### src/rtl/dvma_pkg.sv
package dvma_pkg;
  localparam int PAGE_SH = 12;

  typedef struct packed {
    logic [19:0] vpn;
    logic [18:0] ppn;
    logic        cache;
    logic        wr_ok;
  } tlb_ent_t;

  typedef enum logic [0:0] {ST_IDLE, ST_FETCH} xl_state_t;

  function automatic logic [31:0] win_start(input logic [2:0] rng);
    return 32'hFFFF_FFFF << (24 + int'(rng));
  endfunction

  function automatic logic in_window(input logic [31:0] va, input logic [2:0] rng);
    return va >= win_start(rng);
  endfunction

  function automatic logic [31:0] entry_addr(input logic [31:0] base, input logic [31:0] va,
                                             input logic [2:0] rng);
    return base + (((va - win_start(rng)) >> PAGE_SH) << 2);
  endfunction

  function automatic logic [31:0] bypass_pa(input logic [31:0] va, input logic b30);
    return {1'b0, b30, va[29:0]};
  endfunction

  function automatic logic [31:0] mapped_pa(input logic [18:0] ppn, input logic [31:0] va);
    return {1'b0, ppn, va[11:0]};
  endfunction
endpackage

### src/rtl/dvma_regs.sv
module dvma_regs #(
  parameter int NUM_SLOTS = 4,
  parameter int SEL_W = 3,
  parameter logic [3:0] IMPL_CODE = 4'h3,
  parameter logic [3:0] VERS_CODE = 4'h1
) (
  input  logic                 clk,
  input  logic                 rst_n,
  input  logic                 wr,
  input  logic [SEL_W-1:0]     sel,
  input  logic [31:0]          wdata,
  output logic [31:0]          rdata,
  output logic                 enable,
  output logic [2:0]           rng,
  output logic [31:0]          base,
  output logic [NUM_SLOTS-1:0] byp,
  output logic [NUM_SLOTS-1:0] b30,
  output logic                 flush_all,
  output logic                 flush_page,
  output logic [19:0]          flush_vpn
);
  localparam logic [SEL_W-1:0] SEL_CTRL  = SEL_W'(0);
  localparam logic [SEL_W-1:0] SEL_BASE  = SEL_W'(1);
  localparam logic [SEL_W-1:0] SEL_FALL  = SEL_W'(2);
  localparam logic [SEL_W-1:0] SEL_FPAGE = SEL_W'(3);

  logic unused_wbits;
  assign unused_wbits = ^{wdata[11:5], wdata[1]};

  assign flush_all  = wr && (sel == SEL_FALL);
  assign flush_page = wr && (sel == SEL_FPAGE);
  assign flush_vpn  = wdata[31:12];

  always_ff @(posedge clk) begin
    if (!rst_n) begin
      enable <= 1'b0;
      rng    <= 3'd0;
      base   <= 32'd0;
    end else if (wr && sel == SEL_CTRL) begin
      enable <= wdata[0];
      rng    <= wdata[4:2];
    end else if (wr && sel == SEL_BASE) begin
      base <= wdata;
    end
  end

  for (genvar s = 0; s < NUM_SLOTS; s++) begin : g_slot
    always_ff @(posedge clk) begin
      if (!rst_n) begin
        byp[s] <= 1'b0;
        b30[s] <= 1'b0;
      end else if (wr && sel == SEL_W'(4 + s)) begin
        byp[s] <= wdata[0];
        b30[s] <= wdata[1];
      end
    end
  end

  always_comb begin
    rdata = 32'd0;
    if (sel == SEL_CTRL) rdata = {IMPL_CODE, VERS_CODE, 19'd0, rng, 1'b0, enable};
    else if (sel == SEL_BASE) rdata = base;
    for (int s = 0; s < NUM_SLOTS; s++)
      if (sel == SEL_W'(4 + s)) rdata = {30'd0, b30[s], byp[s]};
  end

  a_r2_fixed_codes: assert property (@(posedge clk) disable iff (!rst_n)
    (sel == SEL_CTRL) |-> (rdata[31:24] == {IMPL_CODE, VERS_CODE}));
endmodule

### src/rtl/dvma_tlb.sv
module dvma_tlb
  import dvma_pkg::*;
#(
  parameter int DEPTH = 4
) (
  input  logic        clk,
  input  logic        rst_n,
  input  logic [19:0] look_vpn,
  output logic        hit,
  output tlb_ent_t    hit_ent,
  input  logic        fill,
  input  tlb_ent_t    fill_ent,
  input  logic        flush_all,
  input  logic        flush_page,
  input  logic [19:0] flush_vpn
);
  localparam int PW = (DEPTH > 1) ? $clog2(DEPTH) : 1;

  tlb_ent_t          ent [DEPTH];
  logic [DEPTH-1:0]  valid;
  logic [DEPTH-1:0]  match;
  logic [PW-1:0]     rr;

  for (genvar i = 0; i < DEPTH; i++) begin : g_match
    assign match[i] = valid[i] && (ent[i].vpn == look_vpn);
  end

  assign hit = |match;

  always_comb begin
    hit_ent = '0;
    for (int i = 0; i < DEPTH; i++)
      if (match[i]) hit_ent = hit_ent | ent[i];
  end

  always_ff @(posedge clk) begin
    if (!rst_n) begin
      valid <= '0;
      rr    <= '0;
    end else if (flush_all) begin
      valid <= '0;
    end else begin
      for (int i = 0; i < DEPTH; i++)
        if (flush_page && ent[i].vpn == flush_vpn) valid[i] <= 1'b0;
      if (fill) begin
        ent[rr]   <= fill_ent;
        valid[rr] <= 1'b1;
        rr        <= (rr == PW'(DEPTH - 1)) ? '0 : rr + 1'b1;
      end
    end
  end

  a_r12_single_match: assert property (@(posedge clk) disable iff (!rst_n)
    $onehot0(match));

  a_r8_flush_empties: assert property (@(posedge clk) disable iff (!rst_n)
    flush_all |=> (valid == '0));

  for (genvar i = 0; i < DEPTH; i++) begin : g_chk
    a_r9_page_dropped: assert property (@(posedge clk) disable iff (!rst_n)
      (flush_page && !fill && !flush_all) |=>
        !(valid[i] && ent[i].vpn == $past(flush_vpn)));
  end
endmodule

### src/rtl/dvma_xlate.sv
module dvma_xlate
  import dvma_pkg::*;
#(
  parameter int NUM_SLOTS = 4,
  parameter int TLB_DEPTH = 4,
  parameter logic [3:0] IMPL_CODE = 4'h3,
  parameter logic [3:0] VERS_CODE = 4'h1,
  localparam int SEL_W  = $clog2(4 + NUM_SLOTS),
  localparam int SLOT_W = (NUM_SLOTS > 1) ? $clog2(NUM_SLOTS) : 1
) (
  input  logic              clk,
  input  logic              rst_n,
  input  logic              reg_wr,
  input  logic [SEL_W-1:0]  reg_sel,
  input  logic [31:0]       reg_wdata,
  output logic [31:0]       reg_rdata,
  input  logic              req_valid,
  output logic              req_ready,
  input  logic [31:0]       req_vaddr,
  input  logic              req_write,
  input  logic [SLOT_W-1:0] req_slot,
  output logic              rsp_valid,
  output logic              rsp_fault,
  output logic [31:0]       rsp_paddr,
  output logic              rsp_cache,
  output logic              mem_req,
  output logic [31:0]       mem_addr,
  input  logic              mem_rvalid,
  input  logic [31:0]       mem_rdata
);
  logic                 enable;
  logic [2:0]           rng;
  logic [31:0]          base;
  logic [NUM_SLOTS-1:0] byp, b30;
  logic                 flush_all, flush_page;
  logic [19:0]          flush_vpn;

  dvma_regs #(.NUM_SLOTS(NUM_SLOTS), .SEL_W(SEL_W),
              .IMPL_CODE(IMPL_CODE), .VERS_CODE(VERS_CODE)) u_regs (
    .clk, .rst_n, .wr(reg_wr), .sel(reg_sel), .wdata(reg_wdata), .rdata(reg_rdata),
    .enable, .rng, .base, .byp, .b30, .flush_all, .flush_page, .flush_vpn
  );

  xl_state_t st;
  logic [31:0] q_va;
  logic        q_wr;

  // named events for the checks
  logic accept, is_byp, go_xlat, tlb_hit, fetch_done, pte_v, pte_w, fill;
  tlb_ent_t hit_ent, fill_ent;

  assign req_ready  = (st == ST_IDLE);
  assign accept     = req_valid && req_ready;
  assign is_byp     = byp[req_slot];
  assign go_xlat    = !is_byp && enable && in_window(req_vaddr, rng);
  assign fetch_done = (st == ST_FETCH) && mem_rvalid;
  assign pte_v      = mem_rdata[1];
  assign pte_w      = mem_rdata[2];
  assign fill       = fetch_done && pte_v;
  assign fill_ent   = '{vpn: q_va[31:12], ppn: mem_rdata[26:8],
                        cache: mem_rdata[7], wr_ok: pte_w};

  logic unused_pte_bits;
  assign unused_pte_bits = ^{mem_rdata[31:27], mem_rdata[6:3], mem_rdata[0]};

  dvma_tlb #(.DEPTH(TLB_DEPTH)) u_tlb (
    .clk, .rst_n, .look_vpn(req_vaddr[31:12]), .hit(tlb_hit), .hit_ent,
    .fill, .fill_ent, .flush_all, .flush_page, .flush_vpn
  );

  logic hit_flt, mem_flt;
  assign hit_flt = req_write && !hit_ent.wr_ok;
  assign mem_flt = !pte_v || (q_wr && !pte_w);

  always_ff @(posedge clk) begin
    if (!rst_n) begin
      st        <= ST_IDLE;
      rsp_valid <= 1'b0;
      rsp_fault <= 1'b0;
      rsp_paddr <= 32'd0;
      rsp_cache <= 1'b0;
      mem_req   <= 1'b0;
      mem_addr  <= 32'd0;
      q_va      <= 32'd0;
      q_wr      <= 1'b0;
    end else begin
      rsp_valid <= 1'b0;
      if (accept) begin
        if (is_byp) begin
          rsp_valid <= 1'b1;
          rsp_fault <= 1'b0;
          rsp_paddr <= bypass_pa(req_vaddr, b30[req_slot]);
          rsp_cache <= 1'b0;
        end else if (!go_xlat) begin
          rsp_valid <= 1'b1;
          rsp_fault <= 1'b1;
          rsp_paddr <= 32'd0;
          rsp_cache <= 1'b0;
        end else if (tlb_hit) begin
          rsp_valid <= 1'b1;
          rsp_fault <= hit_flt;
          rsp_paddr <= hit_flt ? 32'd0 : mapped_pa(hit_ent.ppn, req_vaddr);
          rsp_cache <= hit_ent.cache && !hit_flt;
        end else begin
          st       <= ST_FETCH;
          mem_req  <= 1'b1;
          mem_addr <= entry_addr(base, req_vaddr, rng);
          q_va     <= req_vaddr;
          q_wr     <= req_write;
        end
      end else if (fetch_done) begin
        st        <= ST_IDLE;
        mem_req   <= 1'b0;
        rsp_valid <= 1'b1;
        rsp_fault <= mem_flt;
        rsp_paddr <= mem_flt ? 32'd0 : mapped_pa(mem_rdata[26:8], q_va);
        rsp_cache <= mem_rdata[7] && !mem_flt;
      end
    end
  end

  a_r4_read_held: assert property (@(posedge clk) disable iff (!rst_n)
    (mem_req && !mem_rvalid) |=> (mem_req && $stable(mem_addr)));

  a_r6_fault_clean: assert property (@(posedge clk) disable iff (!rst_n)
    (rsp_valid && rsp_fault) |-> (rsp_paddr == 32'd0 && !rsp_cache));

  a_r5_top_bit_zero: assert property (@(posedge clk) disable iff (!rst_n)
    rsp_valid |-> !rsp_paddr[31]);

  a_r10_bypass_direct: assert property (@(posedge clk) disable iff (!rst_n)
    (accept && is_byp) |=> (rsp_valid && !rsp_fault && !mem_req));

  a_r11_disabled_faults: assert property (@(posedge clk) disable iff (!rst_n)
    (accept && !is_byp && !enable) |=> (rsp_valid && rsp_fault && !mem_req));

  a_r7_hit_no_read: assert property (@(posedge clk) disable iff (!rst_n)
    (accept && go_xlat && tlb_hit) |=> (rsp_valid && !mem_req));

  a_r3_outside_faults: assert property (@(posedge clk) disable iff (!rst_n)
    (accept && !is_byp && !in_window(req_vaddr, rng)) |=> (rsp_valid && rsp_fault));
endmodule

### config.mk
export PLATFORM = sky130hd
export DESIGN_NAME = dvma_xlate
export DESIGN_NICKNAME = d
export VERILOG_FILES = /design/src/rtl/dvma_pkg.sv /design/src/rtl/dvma_regs.sv /design/src/rtl/dvma_tlb.sv /design/src/rtl/dvma_xlate.sv
export SDC_FILE = /design/constraint.sdc
export NUM_CORES = 1
export LEC_CHECK = 0
export BUFFER_PORTS_ARGS = -buffer_cell sky130_fd_sc_hd__buf_2
export CORE_MARGIN = 2
export CORE_UTILIZATION = 45
export CTS_CLUSTER_SIZE = 16
export DETAILED_ROUTE_END_ITERATION = 7
export PLACE_DENSITY_LB_ADDON = 0.25
export SLEW_MARGIN = 10
export SYNTH_ARGS = -nofsm -noshare
export SYNTH_HDL_FRONTEND = slang
export SYNTH_SLANG_ARGS = --single-unit
### constraint.sdc
create_clock -name clk -period 8.9 [get_ports clk]
set_input_delay 1.78 -clock clk [delete_from_list [all_inputs] [get_ports clk]]
set_output_delay 1.78 -clock clk [all_outputs]
set_load 0.03 [all_outputs]
==> results.md, run 1 <==
* Run status: complete, no violations
* R2R Path Start: u_regs.rng[2]$_SDFFE_PN0P_
* Vias per cell at roughly 5.7
* Syn_area_per_cell at approximately 10 um2
* Crit path launch: reg_sel[2]
* Grt ovf at 0
* CTS-repair resized insts at 0
* Worst-path cell chain: buf_2, or2_2, nor2_2, and2_1, buf_2
* Slew margin rel. at a little under a quarter
* Hold path start: mem_addr[17]$_SDFFE_PN0P_
* Later-pin clock latency in the skew report at 0.52 ns
* Pleak at between 6 and 7 nW
* CP Buf/Inv Count at 2
* Pre-CTS setup slack at about 3.3 ns
* Maxcap violations at 0
* Crit path largest cell delay at ~0.6 ns
* Int Power at between 2 and 3 mW
* # rows at 66
* Crit path kind: primary input to primary output
* Top cell by count, worst path: buf_2
* Worst hold-check path type: flip-flop to flip-flop
* IO Port Bufs at roughly 200
* Share of layout cells above drive strength 1 at 19.3%
* Routability cong. at 1.00
* Maximum buffer depth of the clock tree at 3
* Sequential Power Share at a little under half
* Clock root cell: clkbuf_16
* Startpoint class of the critical path: primary input
* Total number of vias at 11644
* Yosys Warn Count at 0
* Syn nets at 1593
* Cell Pwr Density at 192 nW/um2
* Number of flops mapped to enable cells by yosys at 164
* Worst VDD drop at just over 0.1 mV
* Fin crit period at 5.19 ns
* Largest net degree at the start of global routing at slightly below 90
* Vias in the first global route at between 10000 and 15000
* RSZ-0062 raised after global routing: no
* Drt total wl at between 40 and 50 mm
* Hold Fails Final Rpt at 0
* Maximum fanout along the worst path at 26
* Tot GR Track Use at between 20 and 30%
* Slew @ Worst Pin at 1.15 ns
* NumNets Final at between 1500 and 2000
* CP top delay family: simple AND/OR/NAND/NOR gates
* Syn Inst Count at around 1500
* Clock Power Share at 46.4%
* Fin crit share at 58.3%
* H-Tree Depth at 2
* Fmax at between 150 and 200 MHz
* Core area at 32600 um2
* Chip height at between 150 and 200 um
* Initial core utilization at between 40% and 50%
* Antenna Violating Nets Remaining at 0
* Register area share after synthesis at between 50 and 60%
* WP data required at between 7 and 8 ns
* Final setup viols at 0
* Initial DRC Count at ~1000
* Post-CTS Setup Repair Bufs at 0
* Sw Ratio at between 20% and 30%
* Clock Skew at roughly 0.013 ns
* Num CTS Buffers at 34
* Synth Register Bits at approximately 310
* Slew Viols, Final at 0
* Initial antenna violation count at 3
* Area grow syn2layout at 16.1%
* Critical Path AT at about 3.4 ns
* Most frequent cells in the layout: 237 x nand2_1, 196 x buf_2, 164 x edfxtp_1
* Drt pass-1 iters at 7
* Total power at 3.34 mW
* Distinct cells, synth at 61
* Routed len/inst at ~22 um
* Logic pwr share at under 10%
* Hold_ws at 0.447 ns
* Final setup margin at about 3.7 ns
* Synth Flop Type: edfxtp_1
* Sinks on Clock Net at roughly 310
* Post-CTS Hold Fix Bufs at 0
* Die W at about 190 um
* CTS tree: done
* Crit. End Element: primary output
* I/O Pins at about 210
* Sum of negative setup slack at 0 ns
* FFs w/ async S/R, synth at 0%
* DRC violations left at 0
* Placed wire-length estimate at a little over 30 mm
* Crit path max-delay cell type: nor2_2
* Most common cell after layout, fill and taps aside: nand2_1
* First-pass GRT wire length at approximately 67 mm
* Die Area at 34700 um2
* Post-Syn Area at roughly 15000 um2
* P_sw at slightly below 0.8 mW
* Worst-path clk slew at 0.06 ns
[area by class of cell]
class	count	area, um2
fillers	2972	15300
flip-flops and latches	314	7930
multi-input cells	994	6450
repair buffers	211	1090
clock buffers	43	971
well taps	442	553
clock inverters	19	270
inverters	19	73.8
diodes	3	7.51
[flip-flops by register name, indices dropped and copies added (netlist names)]
| name | flops |
|---|---|
| u_regs.rng | 3 |
| u_tlb.rr | 2 |
| q_wr | 1 |
| rsp_cache | 1 |
| q_va | 32 |
| u_tlb.ent | 164 |
| u_regs.byp | 4 |
| u_regs.base | 32 |
| rsp_fault | 1 |
| u_regs.enable | 1 |
| rsp_valid | 1 |
| mem_addr | 32 |
| u_regs.b30 | 4 |
| st | 1 |
| rsp_paddr | 31 |
| u_tlb.valid | 4 |
[cells in the mapped netlist (2+ instances only)]
library cell / instances / area share, %
nand2_1: 237 / 6.0
nand3b_1: 2 / 0.10
or2_2: 4 / 0.17
inv_1: 19 / 0.48
a31o_2: 6 / 0.35
a31oi_1: 3 / 0.13
a22oi_1: 60 / 3.0
dfxtp_1: 150 / 20
buf_4: 9 / 0.45
a211o_1: 2 / 0.12
a21oi_1: 138 / 4.6
or4_1: 2 / 0.10
buf_2: 31 / 1.0
a311oi_1: 24 / 1.4
edfxtp_1: 164 / 33
clkbuf_1: 82 / 2.1
o211ai_1: 5 / 0.25
a21o_1: 6 / 0.30
and3_1: 9 / 0.38
o21ai_1: 9 / 0.30
nor3_1: 14 / 0.47
nand3_1: 12 / 0.40
o21ai_0: 24 / 0.80
buf_1: 3 / 0.075
a211oi_1: 7 / 0.35
nor4_1: 19 / 0.80
ha_1: 33 / 2.8
mux4_2: 2 / 0.30
o22ai_1: 3 / 0.13
or3_1: 9 / 0.38
o21bai_1: 2 / 0.10
nor3b_1: 2 / 0.10
nand4_1: 31 / 1.3
and2_1: 30 / 1.3
nor2_1: 48 / 1.2
mux2i_1: 20 / 1.3
o2111ai_1: 2 / 0.12
xor2_1: 78 / 4.6
o21a_1: 11 / 0.55
nor2b_1: 4 / 0.17
xnor2_1: 107 / 6.3
nand2b_1: 2 / 0.084
a311oi_2: 9 / 0.90
[metal layers]
layer	global-route usage, %	part of all wire (%)	vias to the layer above
met2	40.5	46	485
met3	5.02	7.6	114
met1	34.6	42	5629
li1	-	-	5412
met4	12.7	4.6	4
met5	0	0.059	-
[power by group through the flow]
| stage | Combinational (mW) | Clock, mW | Sequential (mW) |
|---|---|---|---|
| 6_report | 0.252 | 1.55 | 1.54 |
| 5_1_grt | 0.271 | 1.62 | 1.54 |
| 4_1_cts | 0.250 | 1.57 | 1.54 |
| 3_5_place_dp | 0.249 | 0 | 1.57 |
| 3_3_place_gp | 0.246 | 0 | 1.57 |
| 2_1_floorplan | 0.147 | 0 | 1.58 |
[metrics by stage]
step,cells,instance area (um2),utilization [%]
3_3_place_gp,1980,16100,49.3
6_report,2045,17300,53.2
5_1_grt,2043,17300,53.2
2_1_floorplan,1452,14900,-
4_1_cts,2042,17300,53.1
3_5_place_dp,1980,16100,49.3
[final timing paths]
path	to	slack (ns)	cells past startpoint
hold / removal	mem_addr[17]$_SDFFE_PN0P_	0.45	2
hold reg to reg	mem_addr[17]$_SDFFE_PN0P_	0.45	2
setup / recovery	reg_rdata[15]	3.71	5
setup reg to reg	rsp_paddr[22]$_SDFFE_PN0P_	4.69	11
[worst reg2reg max path, delay by kind of cell, from the launching register on]
kind / cells / cell delay (ns)
buf+inv: 1 / 0.64
compound gates: 7 / 1.80
simple gates: 2 / 0.94
fa+ha+maj: 1 / 0.32
flops: 1 / 0.42
[logic make-up after synthesis]
kind of cell	Yosys count	synth area share (%)
adders and majority gates	34	2.90
AOI/OAI and AO/OA	323	14.3
buffers and inverters	144	4.10
xor gates and xnor gates	185	10.8
other	1	0.0251
DFF	314	53.1
muxes	22	1.64
and+or+nand+nor	429	13.1
No activity file was read; power rests on OpenSTA's default activity.
==> inputs of run 2 (changes only) <==
ABC_AREA = 1   (was not set)
clock period = 4.2 ns   (was 8.9 ns; I/O delays follow)
==> run 2 against run 1 <==
Critical path depth grew 16. Non-clock buffer count grew 19. Core utilization grew 0.050 points. Sequential share of layout area shrank 2.8 points. Largest cell class unchanged. Largest power group is now registers.
==> results.md, run 2 <==
* Run status: complete, no violations (unchanged)
* Distinct cells, synth at 51 (was 61)
* Fmax at around 270 MHz
* CTS-repair resized insts at 0 (unchanged)
* Clock root cell: clkbuf_16 (unchanged)
* Post-Syn Area at 15900 um2 (was 14900 um2)
* Cell Area, Placed at 17300 um2 (was 16100 um2)
* Tot GR Track Use at 27.9% (was 25.9%)
* Synth Flop Type: edfxtp_1 (unchanged)
* RSZ-0062 raised after global routing: no (unchanged)
* Maxcap violations at 0 (unchanged)
* Reg2Reg Depth at 21 (was 11)
* Slew @ Worst Pin at 1.12 ns (was 1.15 ns)
* RR Endpoint: mem_addr[28]$_SDFFE_PN0P_ (was rsp_paddr[22]$_SDFFE_PN0P_)
* Register area share after synthesis at 49.8% (was 53.1%)
* Slew margin rel. at 25.4% (was 23.1%)
* CTS tree: done (unchanged)
* Top reg by flops: u_tlb.ent (unchanged)
* Synth Register Bits at 314 (unchanged)
* Later-pin clock latency in the skew report at 0.54 ns (was 0.52 ns)
* H-Tree Depth at 2 (unchanged)
* Critical Path AT at 4.17 ns (was 3.41 ns)
* Routed len/inst at 20.3 um (was 22.2 um)
* FFs w/ async S/R, synth at 0% (unchanged)
* First-pass GRT wire length at 77.7 mm (was 66.6 mm)
* Final setup viols at 0 (unchanged)
* Post-CTS Hold Fix Bufs at 0 (unchanged)
* Post-CTS Setup Repair Bufs at 0 (unchanged)
* Cell Pwr Density at 385 nW/um2 (was 192 nW/um2)
* Worst hold-check path type: flip-flop to flip-flop (unchanged)
* IO Port Bufs at 196 (unchanged)
* Antenna Violating Nets Remaining at 0 (unchanged)
* Worst VDD drop at 0.286 mV (was 0.103 mV)
* Most common cell after layout, fill and taps aside: nand2_1 (unchanged)
* Synth area leaders: edfxtp_1 31%, dfxtp_1 19%, nand2_1 9.3% (was edfxtp_1 33%, dfxtp_1 20%, xnor2_1 6.3%)
* DRC violations left at 0 (unchanged)
* Worst-path clk slew at 0.06 ns (about the same)
* Placed wire-length estimate at 38.0 mm (was 31.1 mm)
* Total number of vias at 13999 (was 11644)
* Syn nets at 2049 (was 1593)
* Crit path kind: flip-flop to flip-flop (was primary input to primary output)
* Number of flops mapped to enable cells by yosys at 164 (unchanged)
* Fin crit period at about 3.8 ns
* R2R Setup Slk at 0.44 ns (was 4.69 ns)
* Vias per cell at 5.48 (was 5.69)
* Ant diodes at 0 (was 3)
* Crit path launch: u_regs.rng[2]$_SDFFE_PN0P_ (was reg_sel[2])
* Initial core utilization at 45.9% (was 45.8%)
* Syn_area_per_cell at 8.34 um2 (was 10.3 um2)
* Routability cong. at 1.01 (was 1.00)
* Share of layout cells above drive strength 1 at 15.3% (was 19.3%)
* Vias in the first global route at 13134 (was 10856)
* Maximum fanout along the worst path at 6 (was 26)
* Sinks on Clock Net at 314 (unchanged)
* Num CTS Buffers at 35 (was 34)
* NumNets Final at 2215 (was 1715)
* Core area at 34700 um2 (was 32600 um2)
* Die W at 192 um (was 186 um)
* Pleak at 7.72 nW (was 6.51 nW)
* Most common cell in the netlist: nand2_1 (unchanged)
* Drt pass-1 iters at 5 (was 7)
* Synth area leader: edfxtp_1 (unchanged)
* Drt total wl at 52.0 mm (was 45.4 mm)
* Chip height at 192 um (was 186 um)
* Final Cell Area at 18500 um2 (was 17300 um2)
* Startpoint class of the critical path: flip-flop (was primary input)
* Die Area at 36900 um2 (was 34700 um2)
* Initial DRC Count at 1355 (was 1004)
* # rows at 68 (was 66)
* Yosys top cell area share at 30.9% (was 33.0%)
* Maximum buffer depth of the clock tree at 3 (unchanged)
* Largest net degree at the start of global routing at 95 (was 89)
* Fill count at 3262 (was 2972)
* Crit. End Element: flip-flop (was primary output)
* Max FFs per register at 164 (unchanged)
* Hold path start: q_wr$_SDFFE_PN0P_ (was mem_addr[17]$_SDFFE_PN0P_)
* Initial antenna violation count at 0 (was 3)
* WP data required at 4.61 ns (was 7.12 ns)
* Yosys Warn Count at 0 (unchanged)
* Clock Skew at 0.0235 ns (was 0.0129 ns)
* Area grow syn2layout at 16.0% (was 16.1%)
* Slew Viols, Final at 0 (unchanged)
* R2R Path Start: u_regs.rng[2]$_SDFFE_PN0P_ (unchanged)
* Synth top cells by count: 393 x nand2_1, 179 x inv_1, 174 x nor2_1 (was 237 x nand2_1, 164 x edfxtp_1, 150 x dfxtp_1)
* Syn Inst Count at 1908 (was 1452)
* Most frequent cells in the layout: 392 x nand2_1, 196 x buf_2, 179 x inv_1 (was 237 x nand2_1, 196 x buf_2, 164 x edfxtp_1)
* Hold Fails Final Rpt at 0 (unchanged)
* Grt ovf at 0 (unchanged)
* Setup crit end: mem_addr[28]$_SDFFE_PN0P_ (was reg_rdata[15])
* Fin crit share at about nine tenths
* Sum of negative setup slack at 0 ns (unchanged)
* I/O Pins at 208 (unchanged)
==> run 2: changes by cell type after synthesis, sizes merged, moves of 33 or more <==
cell / change
nand4: +46
inv: +179
a311oi: -33
nand2: +160
a21oi: +34
a22oi: -42
nor2: +131
nand3: +58
xnor2: -65
o21ai: +124
==> run 2: critical path, stage by stage (launching register included) <==
cell and delay, ns:
dfxtp_1 0.32, inv_1 0.16, nand3_1 0.12, ha_1 0.33, nand2_1 0.10, inv_1 0.06, nor2_1 0.20, o21bai_1 0.12
a21oi_1 0.14, o21bai_1 0.10, nand2_1 0.07, nand2_1 0.04, a21oi_1 0.15, xor2_1 0.31, ha_1 0.35, a21oi_1 0.32
nor2_1 0.08, a21oi_1 0.12, o221ai_1 0.19, nand2_1 0.14, xor2_1 0.15, a21oi_1 0.08
==> run 2: worst min path at each step <==
stage,end,slack (ns),cells past startpoint
global placement,q_wr$_SDFFE_PN0P_,0.43,2
global route,q_va[10]$_SDFFE_PN0P_,0.49,2
floorplan,q_wr$_SDFFE_PN0P_,0.42,2
detailed placement,q_wr$_SDFFE_PN0P_,0.44,2
finish,q_wr$_SDFFE_PN0P_,0.45,2
CTS,q_wr$_SDFFE_PN0P_,0.45,2
==> run 2: power by group <==
part	switching, mW	leakage (nW)	internal (mW)
clock network	1.29	0.566	1.85
registers	0.0195	2.71	3.24
logic	0.496	4.44	0.216
total	1.80	7.72	5.31
==> run 2: cell families (layout without fill, tap and decap cells) <==
kind of cell    Yosys count  count (layout)  share of synthesized area (%)
simple gates            783             783                           21.6
xor+xnor                 91              91                           5.01
flops                   314             314                           49.8
compound gates          386             386                           13.1
other cells               1               1                         0.0236
fa+ha+maj                34              34                           2.72
buf+inv                 299             492                           7.81
==> run 2: cell type report <==
cell class / instances / area (um2) / share of cell area [%]
inverters: 198 / 743 / 4.02
clock inverters: 19 / 233 / 1.26
multi-input cells: 1295 / 6780 / 36.7
flip-flops and latches: 314 / 7930 / 42.9
well taps: 455 / 569 / 3.08
repair buffers: 230 / 1270 / 6.89
clock buffers: 45 / 943 / 5.11
==> run 2: per-layer routing <==
layer  wire [um]  GRT usage, %  up-vias
li1            -             -     6755
met3        3880          3.96       83
met5           0             0        -
met1       23200          39.2     6604
met4        1400          8.28        0
met2       23500          44.7      557
==> run 2: through the flow <==
step	hold WS, ns	utilization (%)	std cells	total power [mW]	setup WS (ns)
after global placement	0.435	49.8	2492	4.03	0.133
after CTS	0.452	53.2	2556	7.14	0.495
after floorplan	0.424	-	1908	3.77	0.497
after detailed placement	0.443	49.8	2492	4.03	0.106
after global routing	0.485	53.2	2556	7.35	0.0824
final	0.454	53.2	2556	7.12	0.440
